**config.mk**
```make
export PLATFORM = sky130hd
export DESIGN_NAME = dual_bank_steer
export DESIGN_NICKNAME = d
export VERILOG_FILES = /design/src/rtl/dbs_pkg.sv /design/src/rtl/dbs_rst_sync.sv /design/src/rtl/dbs_seq.sv /design/src/rtl/dbs_lane_plan.sv /design/src/rtl/dbs_read_align.sv /design/src/rtl/dual_bank_steer.sv
export SDC_FILE = /design/constraint.sdc
export NUM_CORES = 1
export LEC_CHECK = 0
export CORE_MARGIN = 1.5
export CORE_UTILIZATION = 30
export DETAILED_ROUTE_END_ITERATION = 10
export DONT_BUFFER_PORTS = 1
export SETUP_SLACK_MARGIN = 0.5
export SYNTH_ARGS = -nofsm -noshare
export SYNTH_HDL_FRONTEND = slang
export SYNTH_HIERARCHICAL = 1
export SYNTH_SLANG_ARGS = --single-unit
```
**constraint.sdc**
```tcl
create_clock -name clk -period 6.4 [get_ports clk]
set_clock_uncertainty 0.05 [all_clocks]
set_input_delay 0.64 -clock clk [delete_from_list [all_inputs] [get_ports clk]]
set_output_delay 0.64 -clock clk [all_outputs]
set_load 0.03 [all_outputs]
```
**src/rtl/dbs_pkg.sv**
```systemverilog
package dbs_pkg;

  typedef enum logic [1:0] {
    ST_IDLE   = 2'd0,
    ST_FIRST  = 2'd1,
    ST_SECOND = 2'd2
  } seq_state_e;

  typedef struct packed {
    logic word;
    logic write;
  } req_kind_t;

endpackage

```
**src/rtl/dbs_rst_sync.sv**
```systemverilog
module dbs_rst_sync (
  input  logic clk,
  input  logic rst_n,
  output logic rst_n_sync
);
  logic meta_q;
  logic hold_q;

  always_ff @(posedge clk or negedge rst_n) begin
    if (!rst_n) begin
      meta_q <= 1'b0;
      hold_q <= 1'b0;
    end else begin
      meta_q <= 1'b1;
      hold_q <= meta_q;
    end
  end

  assign rst_n_sync = hold_q;
endmodule

```
**src/rtl/dbs_seq.sv**
```systemverilog
module dbs_seq
  import dbs_pkg::*;
(
  input  logic       clk,
  input  logic       rst_n,
  input  logic       req_valid,
  input  logic       split_q,
  output seq_state_e state_q,
  output logic       accept,
  output logic       done_q
);
  seq_state_e state_d;
  logic       last_cycle;
  logic       done_d;

  assign accept = req_valid && (state_q == ST_IDLE);

  always_comb begin
    state_d    = state_q;
    last_cycle = 1'b0;
    unique case (state_q)
      ST_IDLE: begin
        if (req_valid) state_d = ST_FIRST;
      end
      ST_FIRST: begin
        if (split_q) begin
          state_d = ST_SECOND;
        end else begin
          state_d    = ST_IDLE;
          last_cycle = 1'b1;
        end
      end
      ST_SECOND: begin
        state_d    = ST_IDLE;
        last_cycle = 1'b1;
      end
      default: state_d = ST_IDLE;
    endcase
    done_d = last_cycle;
  end

  always_ff @(posedge clk or negedge rst_n) begin
    if (!rst_n) begin
      state_q <= ST_IDLE;
      done_q  <= 1'b0;
    end else begin
      state_q <= state_d;
      done_q  <= done_d;
    end
  end
endmodule

```
**src/rtl/dbs_lane_plan.sv**
```systemverilog
module dbs_lane_plan
  import dbs_pkg::*;
#(
  parameter int ADDR_W = 20,
  parameter int BYTE_W = 8,
  localparam int DATA_W = 2 * BYTE_W
) (
  input  seq_state_e          state_q,
  input  logic [ADDR_W-1:0]   addr_q,
  input  req_kind_t           kind_q,
  input  logic [DATA_W-1:0]   wdata_q,
  output logic [ADDR_W-1:0]   bus_addr,
  output logic                bus_bhe_n,
  output logic                bus_we,
  output logic [DATA_W-1:0]   bus_wdata
);
  localparam logic [ADDR_W-1:0] IDLE_ADDR = ADDR_W'(1);
  localparam logic [ADDR_W-1:0] ONE       = ADDR_W'(1);

  logic [BYTE_W-1:0] lo_byte;
  logic [BYTE_W-1:0] hi_byte;
  logic              aligned_word;

  assign lo_byte      = wdata_q[BYTE_W-1:0];
  assign hi_byte      = wdata_q[DATA_W-1:BYTE_W];
  assign aligned_word = kind_q.word && !addr_q[0];

  always_comb begin
    bus_addr  = IDLE_ADDR;
    bus_bhe_n = 1'b1;
    bus_we    = 1'b0;
    bus_wdata = '0;
    unique case (state_q)
      ST_FIRST: begin
        bus_addr  = addr_q;
        bus_bhe_n = kind_q.word ? 1'b0 : ~addr_q[0];
        bus_we    = kind_q.write;
        bus_wdata = aligned_word ? wdata_q : {lo_byte, lo_byte};
      end
      ST_SECOND: begin
        bus_addr  = addr_q + ONE;
        bus_bhe_n = 1'b1;
        bus_we    = kind_q.write;
        bus_wdata = {hi_byte, hi_byte};
      end
      default: ;
    endcase
  end
endmodule

```
**src/rtl/dbs_read_align.sv**
```systemverilog
module dbs_read_align
  import dbs_pkg::*;
#(
  parameter int BYTE_W = 8,
  localparam int DATA_W = 2 * BYTE_W
) (
  input  logic              clk,
  input  logic              rst_n,
  input  seq_state_e        state_q,
  input  logic              word_q,
  input  logic              a0_q,
  input  logic [DATA_W-1:0] bus_rdata,
  output logic [DATA_W-1:0] rsp_rdata
);
  logic [BYTE_W-1:0] lo_d, hi_d;
  logic              lo_en, hi_en;
  logic [BYTE_W-1:0] lane_lo, lane_hi;

  assign lane_lo = bus_rdata[BYTE_W-1:0];
  assign lane_hi = bus_rdata[DATA_W-1:BYTE_W];

  always_comb begin
    lo_en = 1'b0;
    hi_en = 1'b0;
    lo_d  = '0;
    hi_d  = '0;
    if (state_q == ST_FIRST) begin
      lo_en = 1'b1;
      lo_d  = a0_q ? lane_hi : lane_lo;
      if (!word_q) begin
        hi_en = 1'b1;
        hi_d  = '0;
      end else if (!a0_q) begin
        hi_en = 1'b1;
        hi_d  = lane_hi;
      end
    end else if (state_q == ST_SECOND) begin
      hi_en = 1'b1;
      hi_d  = lane_lo;
    end
  end

  always_ff @(posedge clk or negedge rst_n) begin
    if (!rst_n) begin
      rsp_rdata <= '0;
    end else begin
      if (lo_en) rsp_rdata[BYTE_W-1:0]      <= lo_d;
      if (hi_en) rsp_rdata[DATA_W-1:BYTE_W] <= hi_d;
    end
  end
endmodule

```
**src/rtl/dual_bank_steer.sv**
```systemverilog
module dual_bank_steer
  import dbs_pkg::*;
#(
  parameter int ADDR_W = 20,
  parameter int BYTE_W = 8,
  localparam int DATA_W = 2 * BYTE_W
) (
  input  logic              clk,
  input  logic              rst_n,
  input  logic              req_valid,
  output logic              req_ready,
  input  logic [ADDR_W-1:0] req_addr,
  input  logic              req_word,
  input  logic              req_write,
  input  logic [DATA_W-1:0] req_wdata,
  output logic              rsp_done,
  output logic [DATA_W-1:0] rsp_rdata,
  output logic [ADDR_W-1:0] bus_addr,
  output logic              bus_bhe_n,
  output logic              bus_we,
  output logic [DATA_W-1:0] bus_wdata,
  input  logic [DATA_W-1:0] bus_rdata
);
  logic              rst_n_i;
  seq_state_e        state_q;
  logic              accept;
  logic [ADDR_W-1:0] addr_q;
  req_kind_t         kind_q;
  logic [DATA_W-1:0] wdata_q;
  logic              split_q;

  dbs_rst_sync u_rst (
    .clk       (clk),
    .rst_n     (rst_n),
    .rst_n_sync(rst_n_i)
  );

  dbs_seq u_seq (
    .clk      (clk),
    .rst_n    (rst_n_i),
    .req_valid(req_valid),
    .split_q  (split_q),
    .state_q  (state_q),
    .accept   (accept),
    .done_q   (rsp_done)
  );

  always_ff @(posedge clk or negedge rst_n_i) begin
    if (!rst_n_i) begin
      addr_q  <= '0;
      kind_q  <= '0;
      wdata_q <= '0;
      split_q <= 1'b0;
    end else if (accept) begin
      addr_q       <= req_addr;
      kind_q.word  <= req_word;
      kind_q.write <= req_write;
      wdata_q      <= req_wdata;
      split_q      <= req_word && req_addr[0];
    end
  end

  dbs_lane_plan #(.ADDR_W(ADDR_W), .BYTE_W(BYTE_W)) u_plan (
    .state_q  (state_q),
    .addr_q   (addr_q),
    .kind_q   (kind_q),
    .wdata_q  (wdata_q),
    .bus_addr (bus_addr),
    .bus_bhe_n(bus_bhe_n),
    .bus_we   (bus_we),
    .bus_wdata(bus_wdata)
  );

  dbs_read_align #(.BYTE_W(BYTE_W)) u_align (
    .clk      (clk),
    .rst_n    (rst_n_i),
    .state_q  (state_q),
    .word_q   (kind_q.word),
    .a0_q     (addr_q[0]),
    .bus_rdata(bus_rdata),
    .rsp_rdata(rsp_rdata)
  );

  assign req_ready = (state_q == ST_IDLE);
endmodule

```
==> reports/metrics.yaml, run 1 <==
status: "finished, final reports clean"
cts.path.max_buffers: 2
worstPathArrival_ns: 3.36
utilization: 0.339
critPathRequiredTime_ns: 5.71
slew_headroom: 0.329
firstDrtPassIters: 4
final_cell_mix: "dfrtp_1, nand2_1, mux2_2"
gp_congestion: 0.800
synth_xor_area_frac: 0.00747
drc: 0
numCtsBuffers: 9
cts-root-buf: "clkbuf_16"
die_h_um: 111
viasPerCell: 5.50
synth.area.mux_share: 0.174
grt_usage: 0.148
crit_chain: "inv_1 -> ha_1 -> nor2b_1 -> nand4_1 -> o21ai_0"
timing.fmax_ghz: 0.247
fin_crit_sh: 0.633
slowest_delay_ns: 0.90
synthAdderAreaFrac: 0.0249
grt_pass1_vias: 2800
core_area_sq_um: 11400
drt-total-wl_um: 8960
fp.dieArea_sq_um: 12400
hold_class: "flop to flop"
power.leakage_nw: 1.53
cts_tree: "done"
port_buffers: 0
fin_cells: 496
row_count: 39
yosys.area_share.simple: 0.154
worst_ir_drop_vdd_mv: 0.215
worstRegToRegCells: 4
place_hpwl_um: 6360
antenna_cells: 0
grt_remaining_overflow: 0
syn_inst: 356
yosys_warnings: 6
synth_nets: 420
period_minus_slack_ns: 4.05
maxCapViolations: 0
startpoint_type: "flop"
hold_viol: 0
crit_fanout: 26
grt_setup_unrepaired: "false"
grt_max_degree: 59
cts.sinks: 60
ctsResizeCount: 0
postRouteAntennaNets: 0
die_w_um: 111
ios: 113
clock_latency_ns: 0.32
layout_commonest_cell: "dfrtp_1"
h-tree-depth: 3
drv_slew: 0
synth_top_family_by_area: "multiplexers"
netlist_area_sq_um: 3520
hold_depth: 0
drive_gt1_frac: 0.210
num_vias: 2728
worst_path_max_delay_cell: "nor2b_1"
synth_cell_types: 49
setup.worst_path.end_class: "primary output"
clkTransAtPathRegs_ns: 0.06
wl_per_cell_um: 18.1
synth_compound_area_frac: 0.164
nNetsFinal: 412
critical_path_class: "flop to primary output"
synth_seq_cells: 60
yosysSeqAreaShare: 0.427
synthToLayoutAreaGrowth_pct: 9.99
p_per_area_nw_per_um2: 662
dp.cells: 479
drtIter0Drc: 143
initial_core_util: 0.308
postSynthAreaPerCell_sq_um: 9.89
tightest_slew_ns: 1.00
grt_pass1_wl_um: 14600
setup_viol: 0
antenna_found_initial: 0
setup-tns-final_ns: 0
fill_cells: 1208
-- stage by stage --
stage | hold WS, ns | worst slack [ns] | power [mW] | cell area (sq um)
after global routing | 0.319 | 2.11 | 2.75 | 3870
final | 0.297 | 2.35 | 2.56 | 3870
after floorplan | 0.281 | 3.23 | 1.92 | 3520
after detailed placement | 0.285 | 2.66 | 2.13 | 3580
after global placement | 0.287 | 2.77 | 2.09 | 3580
after CTS | 0.299 | 2.30 | 2.59 | 3870
-- worst paths after layout --
check                                      start          endpoint  slack (ns)
worst max-delay path            u_seq/state_q[0]       bus_addr[9]        2.35
worst min-delay path                u_rst/meta_q  u_rst/rst_n_sync        0.30
worst max register to register  u_seq/state_q[0]         addr_q[7]        4.20
worst min register to register      u_rst/meta_q  u_rst/rst_n_sync        0.30
max in group asynchronous       u_rst/rst_n_sync         kind_q[0]        5.41
min in group asynchronous       u_rst/rst_n_sync        wdata_q[2]        0.38
-- cell type report --
cell class,count,area [sq um],share of cell area
multi-input combinational,265,1850,0.477
sequential,60,1500,0.388
clock buffer,9,225,0.0582
tap,143,179,0.0462
clock inverter,7,51.3,0.0133
timing repair buffer,5,40.0,0.0103
inverter,7,26.3,0.00679
-- power breakdown --
part	switching (mW)	total, mW	leakage, nW	internal [mW]
registers	0.334	0.903	0.709	0.569
logic	0.788	1.21	0.689	0.420
clock network	0.187	0.451	0.132	0.264
-- metal layers --
layer  track usage  share of wire  routed length (um)  vias to the layer above
li1              -              -                   -                     1284
met1         0.187           0.45                4010                     1344
met2         0.241           0.49                4350                       87
met3        0.0465          0.052                 468                       13
met4        0.0481          0.015                 131                        0
met5             0              0                   0                        -
-- cell usage after synthesis (all sizes together) --
cell    number  area [sq um]
and4bb       1          12.5
nor3         3          15.0
o21a         1          7.51
o211ai       1          7.51
a211oi       8          60.1
inv          7          26.3
nand4        7          58.8
clkbuf      13          51.3
mux2i        9          90.1
o311ai       3          26.3
a211o        2          17.5
a31o         1          8.76
or4          3          26.3
a31oi       13          81.3
xor2         1          8.76
dfrtp       60          1500
o41ai        3          26.3
mux2        46           522
nand2b       5          31.3
and2         2          13.8
and3         3          18.8
a41oi        1          8.76
nor2        11          41.3
a21oi       22           110
and4         2          17.5
ha           7          87.6
nor4         1          6.26
nor2b        7          51.3
xnor2        2          17.5
o2bb2a       1          10.0
nand3        9          45.0
conb         1          3.75
a22oi        6          45.0
nand2       50           190
a21o         2          22.5
or3          2          12.5
o21ai       29           145
buf         11          93.8
-- registers in the layout, summed over array words and instances, names as in the netlist --
| name | cells |
|---|---|
| addr_q | 20 |
| kind_q | 2 |
| split_q | 1 |
| u_align/rsp_rdata | 16 |
| u_rst/meta_q | 1 |
| u_rst/rst_n_sync | 1 |
| u_seq/done_q | 1 |
| u_seq/state_q | 2 |
| wdata_q | 16 |
-- timing repair --
action                                 4_1_cts  5_1_grt
hold buffers                                 1        0
endpoints found under the hold margin        2        0
setup endpoints to repair                    0        0
setup buffers                                0        0
-- cell families after synthesis --
group,count (synthesis)
XOR/XNOR,3
AND/OR/NAND/NOR,106
buffers and inverters,31
adder cells (fa/ha/maj),7
AO/OA/AOI/OAI,93
other,1
multiplexers,55
flip-flops,60
-- critical path: cells and delay by family (launching register included) --
kind | cells | cell delay (ns)
AOI/OAI and AO/OA | 1 | 0.77
DFF | 1 | 0.51
adders and majority gates | 1 | 0.60
buffers and inverters | 1 | 0.08
and+or+nand+nor | 2 | 1.06
Power figures use the tool's default switching activity.
==> inputs of run 2 (changes only) <==
- ABC_AREA: default -> 1
- clock period: 6.4 -> 3.73 ns (I/O delays scaled with it)
==> reports/metrics.yaml, run 2 <==
critPathRequiredTime_ns: 3.31
utilization: 0.352
synth_cell_types: 33
die_w_um: 114
fin_crit_sh: 0.787
reg.largest.list: "addr_q (20), u_align/rsp_rdata (16), wdata_q (16)"
tightest_slew_ns: 1.08
netlist_area_sq_um: 3700
crit_chain: "ha_1 -> inv_1 -> nor3_1 -> o21ai_0 -> nor2_1"
cts-root-buf: "clkbuf_16"
synth.top_cells.by_count: "nand2_1, dfrtp_1, nor2_1, inv_1, a21oi_1"
hold_class: "primary input to flop"
viasPerCell: 4.93
clkTransAtPathRegs_ns: 0.06
grt_pass1_wl_um: 17000
postSynthAreaPerCell_sq_um: 6.83
postRouteAntennaNets: 0
grt_usage: 0.167
grt_setup_unrepaired: "false"
synth.most_common_cell: "nand2_1"
syn_inst: 541
cts_tree: "done"
wl_per_cell_um: 15.2
slowest_delay_ns: 0.61
nNetsFinal: 609
clock_latency_ns: 0.32
slew_headroom: 0.271
hold_viol: 0
grt_remaining_overflow: 0
grt_pass1_vias: 3268
firstDrtPassIters: 4
drt-total-wl_um: 10600
cts.path.max_buffers: 2
fp.dieArea_sq_um: 13000
drtIter0Drc: 205
async_flop_share: 1.00
grt_max_degree: 41
synth_area_leaders: "dfrtp_1, nand2_1, nor2_1, a21oi_1, inv_1"
antenna_cells: 0
port_buffers: 0
worst_path_max_delay_cell: "ha_1"
ios: 113
yosysSeqAreaShare: 0.406
drc: 0
h-tree-depth: 3
core_area_sq_um: 12000
yosys_warnings: 6
setup_viol: 0
period_minus_slack_ns: 2.94
num_vias: 3434
yosysTopAreaCell: "dfrtp_1"
place_hpwl_um: 7890
largest_register_ffs: 20
numCtsBuffers: 9
setup.worst_path.end_class: "primary output"
synth_nets: 605
status: "finished, final reports clean"
synthToLayoutAreaGrowth_pct: 14.4
synth-edff-count: 0
critical_path_class: "flop to primary output"
synth_ff_type: "dfrtp_1"
timing.fmax_ghz: 0.341
worstPathArrival_ns: 2.51
synth.top_cell.area_share: 0.406
worst_ir_drop_vdd_mv: 0.355
synth_seq_cells: 60
maxCapViolations: 0
crit_fanout: 15
p_per_area_nw_per_um2: 1020
die_h_um: 114
gp_congestion: 0.878
layout_commonest_cell: "nand2_1"
drv_slew: 0
row_count: 40
cts.sinks: 60
setup-tns-final_ns: 0
antenna_found_initial: 0
power.leakage_nw: 2.07
drive_gt1_frac: 0.124
initial_core_util: 0.308
startpoint_type: "flop"
final_cell_mix: "nand2_1, dfrtp_1, nor2_1"
top_register: "addr_q"
## run 2: changes by cell type after synthesis, moves of 12 or more
cell,delta
a31oi_1,-12
inv_1,+28
mux2_2,-45
nand2_1,+179
nand3_1,+16
nor2_1,+38
o21ai_1,-15
## run 2: cell families after synthesis
kind of cell	after synthesis	synth area share
buf+inv	68	0.0795
other cells	1	0.00101
simple gates	331	0.374
fa+ha+maj	7	0.0237
flops	60	0.406
compound gates	74	0.116
## run 2: cell type report
cell class | count | area (sq um)
Multi-Input combinational cell | 413 | 1900
Inverter | 45 | 169
Timing Repair Buffer | 16 | 123
Fill cell | 1299 | 7780
Clock inverter | 6 | 111
Sequential cell | 60 | 1500
Tap cell | 147 | 184
Clock buffer | 10 | 239
## run 2: per-stage QoR
stage                     total power [mW]  hold WS (ns)  setup WS [ns]  instance area (sq um)  instances
final                                 4.33         0.109          0.794                   4230        697
after detailed placement              3.38        0.0275           1.14                   3870        680
after floorplan                       2.89        0.0274           1.56                   3700        541
after global routing                  4.68         0.109          0.630                   4230        697
after global placement                3.32        0.0275           1.19                   3870        680
after CTS                             4.38        0.0981          0.787                   4230        697
## run 2: worst max-delay path: cells and delay by family (launching register included)
family                   cells  cell delay, ns
buffers and inverters        1            0.18
adder cells (fa/ha/maj)      1            0.61
AO/OA/AOI/OAI                1            0.10
AND/OR/NAND/NOR              2            0.74
flip-flops                   1            0.56
## run 2: layer usage
metal  GRT usage  vias up  part of all wire
li1            -     1714                 -
met5           0        -                 0
met3      0.0473       11             0.061
met1       0.211     1594              0.45
met4      0.0558        0             0.012
met2       0.276      115              0.48
## run 2: power by group
group | switching, mW | total [mW] | internal (mW)
Clock | 0.300 | 0.970 | 0.670
Combinational | 1.38 | 1.90 | 0.524
Sequential | 0.519 | 1.46 | 0.941
## run 2: repair_timing
action,4_1_cts,5_1_grt
endpoints found under the setup margin,0,0
setup buffers,0,0
gates resized for setup,0,0
endpoints found under the hold margin,2,0
hold buffers,1,0
## run 2: final timing paths
kind	cells past startpoint	startpoint	end	slack, ns
min in group asynchronous	1	rst_n	u_rst/meta_q	0.23
max in group asynchronous	1	u_rst/rst_n_sync	u_align/rsp_rdata[2]	2.53
worst min-delay path	2	req_wdata[13]	wdata_q[13]	0.11
worst max register to register	8	u_seq/state_q[1]	addr_q[7]	1.54
worst max-delay path	5	u_seq/state_q[1]	bus_addr[9]	0.79
worst min register to register	0	u_rst/rst_n_sync	wdata_q[9]	0.25
